[config.mk]
export PLATFORM = sky130hd
export DESIGN_NAME = vmode_geom_check
export DESIGN_NICKNAME = d
export VERILOG_FILES = /design/src/rtl/vmode_pkg.sv /design/src/rtl/vmode_rst_sync.sv /design/src/rtl/vmode_fmt_decode.sv /design/src/rtl/vmode_mem_ceil.sv /design/src/rtl/vmode_geom_calc.sv /design/src/rtl/vmode_geom_check.sv
export SDC_FILE = /design/constraint.sdc
export NUM_CORES = 2
export LEC_CHECK = 0
export BUFFER_PORTS_ARGS = -buffer_cell sky130_fd_sc_hd__buf_2
export CORE_MARGIN = 4
export CORE_UTILIZATION = 30
export CTS_BUF_LIST = sky130_fd_sc_hd__clkbuf_4 sky130_fd_sc_hd__clkbuf_8
export CTS_CLUSTER_SIZE = 30
export DETAILED_ROUTE_END_ITERATION = 10
export GPL_ROUTABILITY_DRIVEN = 0
export PLACE_DENSITY = 0.53
export SYNTH_ARGS = -nofsm -noshare
export SYNTH_HDL_FRONTEND = slang
export SYNTH_SLANG_ARGS = --single-unit
[constraint.sdc]
create_clock -name clk -period 9.8 [get_ports clk]
set_clock_uncertainty 0.2 [all_clocks]
set_input_delay 0.98 -clock clk [delete_from_list [all_inputs] [get_ports clk]]
set_output_delay 0.98 -clock clk [all_outputs]
set_load 0.05 [all_outputs]
[src/rtl/vmode_pkg.sv]
package vmode_pkg;

  typedef enum logic [1:0] {
    PF_NONE    = 2'd0,
    PF_RGB565  = 2'd1,
    PF_XRGB_LE = 2'd2,
    PF_XRGB_BE = 2'd3
  } pix_fmt_e;

  localparam int unsigned BPP_W = 3;

endpackage

[src/rtl/vmode_rst_sync.sv]
module vmode_rst_sync #(
  parameter int STAGES = 2
) (
  input  logic clk,
  input  logic rst_n_in,
  output logic rst_n_out
);

  logic [STAGES-1:0] chain_q;

  generate
    if (STAGES == 1) begin : g_single
      always_ff @(posedge clk or negedge rst_n_in) begin
        if (!rst_n_in) chain_q <= '0;
        else           chain_q <= 1'b1;
      end
    end else begin : g_multi
      always_ff @(posedge clk or negedge rst_n_in) begin
        if (!rst_n_in) chain_q <= '0;
        else           chain_q <= {chain_q[STAGES-2:0], 1'b1};
      end
    end
  endgenerate

  assign rst_n_out = chain_q[STAGES-1];

endmodule

[src/rtl/vmode_fmt_decode.sv]
module vmode_fmt_decode
  import vmode_pkg::*;
#(
  parameter int DEPTH_W = 16
) (
  input  logic [DEPTH_W-1:0] depth,
  input  logic               big_endian,
  output pix_fmt_e           fmt,
  output logic [BPP_W-1:0]   bytepp,
  output logic               fmt_ok
);

  always_comb begin
    fmt    = PF_NONE;
    bytepp = '0;
    fmt_ok = 1'b0;
    case (depth)
      DEPTH_W'(16): begin
        // 5-6-5 layout is byte-order agnostic here
        fmt    = PF_RGB565;
        bytepp = BPP_W'(2);
        fmt_ok = 1'b1;
      end
      DEPTH_W'(32): begin
        fmt    = big_endian ? PF_XRGB_BE : PF_XRGB_LE;
        bytepp = BPP_W'(4);
        fmt_ok = 1'b1;
      end
      default: begin
        fmt    = PF_NONE;
        bytepp = '0;
        fmt_ok = 1'b0;
      end
    endcase
  end

endmodule

[src/rtl/vmode_mem_ceil.sv]
module vmode_mem_ceil #(
  parameter  int MEM_W    = 32,
  parameter  int MIN_LOG2 = 22,
  parameter  int MAX_LOG2 = 28,
  localparam int CEIL_W   = MAX_LOG2 + 1
) (
  input  logic [MEM_W-1:0]  cfg_bytes,
  output logic              in_range,
  output logic [CEIL_W-1:0] ceil_bytes
);

  localparam logic [MEM_W-1:0] LIMIT_LO = MEM_W'(1) << MIN_LOG2;
  localparam logic [MEM_W-1:0] LIMIT_HI = MEM_W'(1) << MAX_LOG2;

  logic [MEM_W-1:0] below;
  int               top_bit;

  always_comb begin
    in_range = (cfg_bytes >= LIMIT_LO) && (cfg_bytes <= LIMIT_HI);
    below    = cfg_bytes - MEM_W'(1);
    top_bit  = 0;
    for (int i = 0; i < MEM_W; i++) begin
      if (below[i]) top_bit = i;
    end
    // smallest power of two not below the configured size
    if (in_range) ceil_bytes = CEIL_W'(1) << (top_bit + 1);
    else          ceil_bytes = '0;
  end

endmodule

[src/rtl/vmode_geom_calc.sv]
module vmode_geom_calc
  import vmode_pkg::*;
#(
  parameter  int COORD_W  = 16,
  parameter  int MIN_RES  = 64,
  localparam int STRIDE_W = COORD_W + 2,
  localparam int SIZE_W   = STRIDE_W + COORD_W,
  localparam int OFS_W    = SIZE_W + 1,
  localparam int END_W    = OFS_W + 1
) (
  input  logic [COORD_W-1:0]  xres,
  input  logic [COORD_W-1:0]  yres,
  input  logic [COORD_W-1:0]  vwidth,
  input  logic [COORD_W-1:0]  xpan,
  input  logic [COORD_W-1:0]  ypan,
  input  logic [BPP_W-1:0]    bytepp,
  output logic [STRIDE_W-1:0] stride,
  output logic [SIZE_W-1:0]   size,
  output logic [OFS_W-1:0]    offset,
  output logic [END_W-1:0]    span_end,
  output logic                res_ok
);

  logic [COORD_W-1:0] eff_width;
  logic [OFS_W-1:0]   pan_x_bytes;
  logic [OFS_W-1:0]   pan_y_bytes;

  always_comb begin
    eff_width   = (vwidth < xres) ? xres : vwidth;
    stride      = STRIDE_W'(eff_width) * STRIDE_W'(bytepp);
    size        = SIZE_W'(stride) * SIZE_W'(yres);
    pan_x_bytes = OFS_W'(xpan) * OFS_W'(bytepp);
    pan_y_bytes = OFS_W'(ypan) * OFS_W'(stride);
    offset      = pan_x_bytes + pan_y_bytes;
    span_end    = END_W'(offset) + END_W'(size);
    res_ok      = (xres >= COORD_W'(MIN_RES)) && (yres >= COORD_W'(MIN_RES));
  end

endmodule

[src/rtl/vmode_geom_check.sv]
module vmode_geom_check
  import vmode_pkg::*;
#(
  parameter  int COORD_W      = 16,
  parameter  int DEPTH_W      = 16,
  parameter  int MEM_W        = 32,
  parameter  int MEM_MIN_LOG2 = 22,
  parameter  int MEM_MAX_LOG2 = 28,
  parameter  int MIN_RES      = 64,
  parameter  int RST_STAGES   = 2,
  localparam int STRIDE_W     = COORD_W + 2,
  localparam int SIZE_W       = STRIDE_W + COORD_W,
  localparam int OFS_W        = SIZE_W + 1,
  localparam int END_W        = OFS_W + 1,
  localparam int CEIL_W       = MEM_MAX_LOG2 + 1
) (
  input  logic                clk,
  input  logic                rst_n,
  input  logic                cfg_en,
  input  logic [DEPTH_W-1:0]  cfg_depth,
  input  logic [COORD_W-1:0]  cfg_xres,
  input  logic [COORD_W-1:0]  cfg_yres,
  input  logic [COORD_W-1:0]  cfg_vwidth,
  input  logic [COORD_W-1:0]  cfg_xpan,
  input  logic [COORD_W-1:0]  cfg_ypan,
  input  logic                cfg_big_endian,
  input  logic [MEM_W-1:0]    cfg_mem_bytes,
  output logic                mode_valid,
  output logic [1:0]          mode_fmt,
  output logic [BPP_W-1:0]    mode_bytepp,
  output logic [COORD_W-1:0]  mode_width,
  output logic [COORD_W-1:0]  mode_height,
  output logic [STRIDE_W-1:0] mode_stride,
  output logic [OFS_W-1:0]    mode_offset,
  output logic [SIZE_W-1:0]   mode_size,
  output logic                mode_changed
);

  localparam logic [MEM_W-1:0] MEM_HI = MEM_W'(1) << MEM_MAX_LOG2;
  localparam logic [MEM_W-1:0] MEM_LO = MEM_W'(1) << MEM_MIN_LOG2;

  logic rst_q_n;

  vmode_rst_sync #(.STAGES(RST_STAGES)) u_rst_sync (
    .clk       (clk),
    .rst_n_in  (rst_n),
    .rst_n_out (rst_q_n)
  );

  // ---------------------------------------------------------------- decode
  pix_fmt_e           dec_fmt;
  logic [BPP_W-1:0]   dec_bytepp;
  logic               dec_fmt_ok;

  vmode_fmt_decode #(.DEPTH_W(DEPTH_W)) u_fmt (
    .depth      (cfg_depth),
    .big_endian (cfg_big_endian),
    .fmt        (dec_fmt),
    .bytepp     (dec_bytepp),
    .fmt_ok     (dec_fmt_ok)
  );

  logic               mem_ok;
  logic [CEIL_W-1:0]  mem_ceil;

  vmode_mem_ceil #(
    .MEM_W    (MEM_W),
    .MIN_LOG2 (MEM_MIN_LOG2),
    .MAX_LOG2 (MEM_MAX_LOG2)
  ) u_mem (
    .cfg_bytes  (cfg_mem_bytes),
    .in_range   (mem_ok),
    .ceil_bytes (mem_ceil)
  );

  logic [STRIDE_W-1:0] g_stride;
  logic [SIZE_W-1:0]   g_size;
  logic [OFS_W-1:0]    g_offset;
  logic [END_W-1:0]    g_end;
  logic                g_res_ok;

  vmode_geom_calc #(.COORD_W(COORD_W), .MIN_RES(MIN_RES)) u_geom (
    .xres     (cfg_xres),
    .yres     (cfg_yres),
    .vwidth   (cfg_vwidth),
    .xpan     (cfg_xpan),
    .ypan     (cfg_ypan),
    .bytepp   (dec_bytepp),
    .stride   (g_stride),
    .size     (g_size),
    .offset   (g_offset),
    .span_end (g_end),
    .res_ok   (g_res_ok)
  );

  // ------------------------------------------------------------ next state
  logic                accept;
  logic [1:0]          nxt_fmt;
  logic [BPP_W-1:0]    nxt_bytepp;
  logic [COORD_W-1:0]  nxt_width;
  logic [COORD_W-1:0]  nxt_height;
  logic [STRIDE_W-1:0] nxt_stride;
  logic [OFS_W-1:0]    nxt_offset;
  logic [SIZE_W-1:0]   nxt_size;
  logic                nxt_differs;

  logic                have_last_q;
  logic [1:0]          last_fmt_q;
  logic [BPP_W-1:0]    last_bytepp_q;
  logic [COORD_W-1:0]  last_width_q;
  logic [COORD_W-1:0]  last_height_q;
  logic [STRIDE_W-1:0] last_stride_q;
  logic [OFS_W-1:0]    last_offset_q;
  logic [SIZE_W-1:0]   last_size_q;
  logic                snap_en;

  always_comb begin
    accept = cfg_en && dec_fmt_ok && mem_ok && g_res_ok &&
             (g_end <= END_W'(mem_ceil));
    if (accept) begin
      nxt_fmt    = dec_fmt;
      nxt_bytepp = dec_bytepp;
      nxt_width  = cfg_xres;
      nxt_height = cfg_yres;
      nxt_stride = g_stride;
      nxt_offset = g_offset;
      nxt_size   = g_size;
    end else begin
      nxt_fmt    = '0;
      nxt_bytepp = '0;
      nxt_width  = '0;
      nxt_height = '0;
      nxt_stride = '0;
      nxt_offset = '0;
      nxt_size   = '0;
    end
    nxt_differs = accept && (!have_last_q            ||
                             nxt_fmt    != last_fmt_q    ||
                             nxt_bytepp != last_bytepp_q ||
                             nxt_width  != last_width_q  ||
                             nxt_height != last_height_q ||
                             nxt_stride != last_stride_q ||
                             nxt_offset != last_offset_q ||
                             nxt_size   != last_size_q);
    snap_en = nxt_differs;
  end

  // ------------------------------------------------------------- registers
  always_ff @(posedge clk or negedge rst_q_n) begin
    if (!rst_q_n) begin
      mode_valid   <= 1'b0;
      mode_fmt     <= '0;
      mode_bytepp  <= '0;
      mode_width   <= '0;
      mode_height  <= '0;
      mode_stride  <= '0;
      mode_offset  <= '0;
      mode_size    <= '0;
      mode_changed <= 1'b0;
    end else begin
      mode_valid   <= accept;
      mode_fmt     <= nxt_fmt;
      mode_bytepp  <= nxt_bytepp;
      mode_width   <= nxt_width;
      mode_height  <= nxt_height;
      mode_stride  <= nxt_stride;
      mode_offset  <= nxt_offset;
      mode_size    <= nxt_size;
      mode_changed <= nxt_differs;
    end
  end

  always_ff @(posedge clk or negedge rst_q_n) begin
    if (!rst_q_n) begin
      have_last_q   <= 1'b0;
      last_fmt_q    <= '0;
      last_bytepp_q <= '0;
      last_width_q  <= '0;
      last_height_q <= '0;
      last_stride_q <= '0;
      last_offset_q <= '0;
      last_size_q   <= '0;
    end else if (snap_en) begin
      have_last_q   <= 1'b1;
      last_fmt_q    <= nxt_fmt;
      last_bytepp_q <= nxt_bytepp;
      last_width_q  <= nxt_width;
      last_height_q <= nxt_height;
      last_stride_q <= nxt_stride;
      last_offset_q <= nxt_offset;
      last_size_q   <= nxt_size;
    end
  end

  // ------------------------------------------------------------ assertions
  a_r1_disabled_invalid: assert property (@(posedge clk) disable iff (!rst_q_n)
    !cfg_en |=> !mode_valid);

  a_r1_zero_fields: assert property (@(posedge clk) disable iff (!rst_q_n)
    !mode_valid |-> (mode_fmt == 2'd0 && mode_bytepp == '0 && mode_width == '0 &&
                     mode_height == '0 && mode_stride == '0 &&
                     mode_offset == '0 && mode_size == '0));

  a_r2_fmt_pairing: assert property (@(posedge clk) disable iff (!rst_q_n)
    mode_valid |-> ((mode_fmt == 2'd1 && mode_bytepp == BPP_W'(2)) ||
                    (mode_fmt >= 2'd2 && mode_bytepp == BPP_W'(4))));

  a_r2_bad_depth: assert property (@(posedge clk) disable iff (!rst_q_n)
    (cfg_depth != DEPTH_W'(16) && cfg_depth != DEPTH_W'(32)) |=> !mode_valid);

  a_r3_stride_covers_width: assert property (@(posedge clk) disable iff (!rst_q_n)
    mode_valid |-> (mode_stride >= STRIDE_W'(mode_width) * STRIDE_W'(mode_bytepp)));

  a_r5_min_res: assert property (@(posedge clk) disable iff (!rst_q_n)
    mode_valid |-> (mode_width >= COORD_W'(MIN_RES) && mode_height >= COORD_W'(MIN_RES)));

  a_r6_within_max_mem: assert property (@(posedge clk) disable iff (!rst_q_n)
    mode_valid |-> (END_W'(mode_offset) + END_W'(mode_size) <= END_W'(MEM_HI)));

  a_r7_mem_out_of_range: assert property (@(posedge clk) disable iff (!rst_q_n)
    (cfg_mem_bytes > MEM_HI || cfg_mem_bytes < MEM_LO) |=> !mode_valid);

  a_r9_pulse_needs_valid: assert property (@(posedge clk) disable iff (!rst_q_n)
    mode_changed |-> mode_valid);

endmodule

==> impl_metrics.env <==
export IMPL_leakagePower_uw=0.0260
export IMPL_drt_wl_total_um=141000
export IMPL_syn_inst=4031
export IMPL_slowest_stage="fa_1"
export IMPL_critPathKind="input pin to flip-flop"
export IMPL_nets=5998
export IMPL_gr_usage_all_layers_pct=21.9
export IMPL_syn_avg_cell_area_um2=8.87
export IMPL_yosysTopAreaCell="fa_1"
export IMPL_via_per_inst=5.03
export IMPL_yosysSeqAreaShare_pct=17.0
export IMPL_yosys_top_cells_count="inv_1 (610), fa_1 (451), nand2_1 (441)"
export IMPL_root_buffer="clkbuf_8"
export IMPL_worst_pin_slew_ns=1.05
export IMPL_cellPowerDensity_nw_per_um2=51.0
export IMPL_synth_ff_latch_count=243
export IMPL_cts_tree="done"
export IMPL_fin_ws_ns=-6.10
export IMPL_holdCritPathClass="flip-flop to asynchronous set/reset pin"
export IMPL_ir_drop_mv=0.0794
export IMPL_dieArea_um2=125000
export IMPL_wl_per_cell_um=21.2
export IMPL_worstPathMaxFanout=7
export IMPL_numCtsBuffers=47
export IMPL_grt_pass1_vias=33850
export IMPL_hpwl_um=116000
export IMPL_startpoint_type="input pin"
export IMPL_clock_path_buffers=3
export IMPL_rows=126
export IMPL_rrSetupSlack_ns=4.66
export IMPL_max_stage_delay_ns=0.57
export IMPL_reg2reg_from="last_offset_q[33]"
export IMPL_yosys_warnings=0
export IMPL_end_kind="flip-flop"
export IMPL_crit_path_end="last_stride_q[6]"
export IMPL_finalPower_uw=2540
export IMPL_clock_latency_ns=0.72
export IMPL_fin_tns_setup_ns=-1222.17
export IMPL_violations="setup timing"
export IMPL_synth_top_area_share_pct=25.2
export IMPL_io_pins=258
export IMPL_drv_cap=0
export IMPL_htree_levels=2
export IMPL_status="complete, but fails checks"
export IMPL_fin_crit_sh_pct=162
export IMPL_fp_coreArea_um2=118000
export IMPL_fp_dieW_um=353
export IMPL_clkTransAtPathRegs_ns=0.07
export IMPL_overflow=0
export IMPL_antenna_found_initial=10
export IMPL_async_flop_share_pct=100
export IMPL_startpoint="cfg_xres[9]"
export IMPL_period_minus_slack_ns=15.90
export IMPL_rr_endpoint="last_stride_q[6]"
export IMPL_slew_violations=0
export IMPL_fp_dieH_um=353
export IMPL_ys_top_cells_by_area="fa_1 (25%), dfrtp_1 (17%), ha_1 (12%)"
export IMPL_synth_edf_count=0
export IMPL_hold_viol_final=0
export IMPL_rsz0062_at_grt="yes"
export IMPL_worst_r2r_cell_count=18
export IMPL_fmax_mhz=62.9
export IMPL_maxSlewHeadroom_pct=29.7
export IMPL_area_growth_syn_to_layout_pct=39.2
export IMPL_dr_pass1_iters=5
export IMPL_arrival_ns=16.23
export IMPL_grt_start_max_net_pins=72
export IMPL_yosys_cell_count_top_type="inv_1"
export IMPL_netlist_area_um2=35800
export IMPL_drt_initial_drc_count=2480
export IMPL_final_antenna_net_count=0
export IMPL_vias=33527
export IMPL_drive_above_1_share_pct=32.5
export IMPL_io_buffers=253
export IMPL_initial_core_util_pct=30.3
export IMPL_setup_violations=238
export IMPL_cts_sinks=243
export IMPL_grt_pass1_wl_um=210000
export IMPL_synth_main_ff_cell="dfrtp_1"
export IMPL_required_ns=10.14
export IMPL_ys_types=93
export IMPL_drc=0
-- logic make-up (layout without fill, tap and decap cells) --
group	count (synthesis)	in the layout	share of synthesized area, %
and+or+nand+nor	1319	1319	18.7
buffers and inverters	811	1871	8.85
adders and majority gates	791	791	37.1
AOI/OAI and AO/OA	647	647	12.4
DFF	243	243	17.0
xor gates and xnor gates	136	136	3.37
muxes	82	82	2.56
other	2	36	0.0210
-- critical path, delay by kind of cell --
kind                       cells  cell delay [ns]
muxes                          1             0.29
buffers and inverters         14             1.93
AOI/OAI and AO/OA             33             6.03
and+or+nand+nor               11             1.77
xor gates and xnor gates       3             0.58
adders and majority gates     12             4.66
-- placed cells by master (no fill, tap or decap), types with 31 or more instances in the layout --
cell       count
buf_4        819
inv_1        583
fa_1         446
nand2_1      418
and2_1       322
ha_1         306
buf_2        247
dfrtp_1      242
nor2_1       177
a21oi_1      131
o21ai_0       78
xnor2_1       72
mux2_4        65
nor3_1        57
a21o_1        55
clkbuf_8      54
buf_12        54
nand3_1       40
nand2b_1      39
xor2_1        33
o2bb2ai_2     32
nor4_1        31
buf_6         31
-- through the flow --
stage	utilization [%]	hold WS [ns]	cells	area (um^2)	worst slack, ns
after floorplan	-	0.131	4057	36800	-5.75
final	42.1	0.0577	6661	49800	-6.10
after global placement	38.8	0.131	6477	45800	-7.02
after detailed placement	38.8	0.129	6477	45800	-7.12
after CTS	40.7	0.0340	6610	48100	-5.89
after global routing	42.1	0.0965	6655	49800	-6.62
-- per-layer routing --
| metal | GRT usage (%) | routed length (um) |
|---|---|---|
| met2 | 34.4 | 62500 |
| met4 | 6.89 | 5750 |
| met5 | 0 | 49 |
| met1 | 30.4 | 62200 |
| met3 | 4.05 | 10500 |
-- power breakdown --
| part | switching, uW | internal, uW | total [uW] |
|---|---|---|---|
| Combinational | 181 | 114 | 295 |
| Clock | 520 | 717 | 1240 |
| Sequential | 3.48 | 1000 | 1010 |
-- state kept, by name (all words and copies together), names as in the netlist, 2 cells and up --
| name | cells |
|---|---|
| last_fmt_q | 2 |
| last_size_q | 33 |
| mode_bytepp | 2 |
| mode_offset | 34 |
| mode_width | 16 |
| mode_stride | 17 |
| last_width_q | 16 |
| last_offset_q | 34 |
| last_height_q | 16 |
| last_stride_q | 17 |
| u_rst_sync.chain_q | 2 |
| mode_height | 16 |
| mode_size | 33 |
-- layout make-up --
cell class	count	area, um^2
fillers	11732	68400
clock buffers	59	781
multi-input cells	3003	29000
well taps	1536	1920
flip-flops and latches	243	6080
repair buffers	1173	9330
inverters	611	2320
diodes	8	20.0
clock inverters	28	340
-- what timing repair did --
action                     CTS  global route
hold endpoints to repair     2             0
cloned                       5            12
setup endpoints to repair  238           238
hold buffers                 1             0
setup buffers               40            33
resized for setup          134           225
pin swaps                   32            70
-- worst min path at each step --
stage                                      from               endpoint  cells past startpoint
after floorplan           u_rst_sync.chain_q[0]  u_rst_sync.chain_q[1]                      0
after global placement    u_rst_sync.chain_q[1]        mode_stride[17]                      0
after detailed placement  u_rst_sync.chain_q[1]        mode_stride[17]                      0
after CTS                 u_rst_sync.chain_q[1]      last_offset_q[32]                      0
after global routing      u_rst_sync.chain_q[1]      last_offset_q[32]                      0
final                     u_rst_sync.chain_q[1]      last_offset_q[32]                      0
Power figures use the tool's default switching activity.
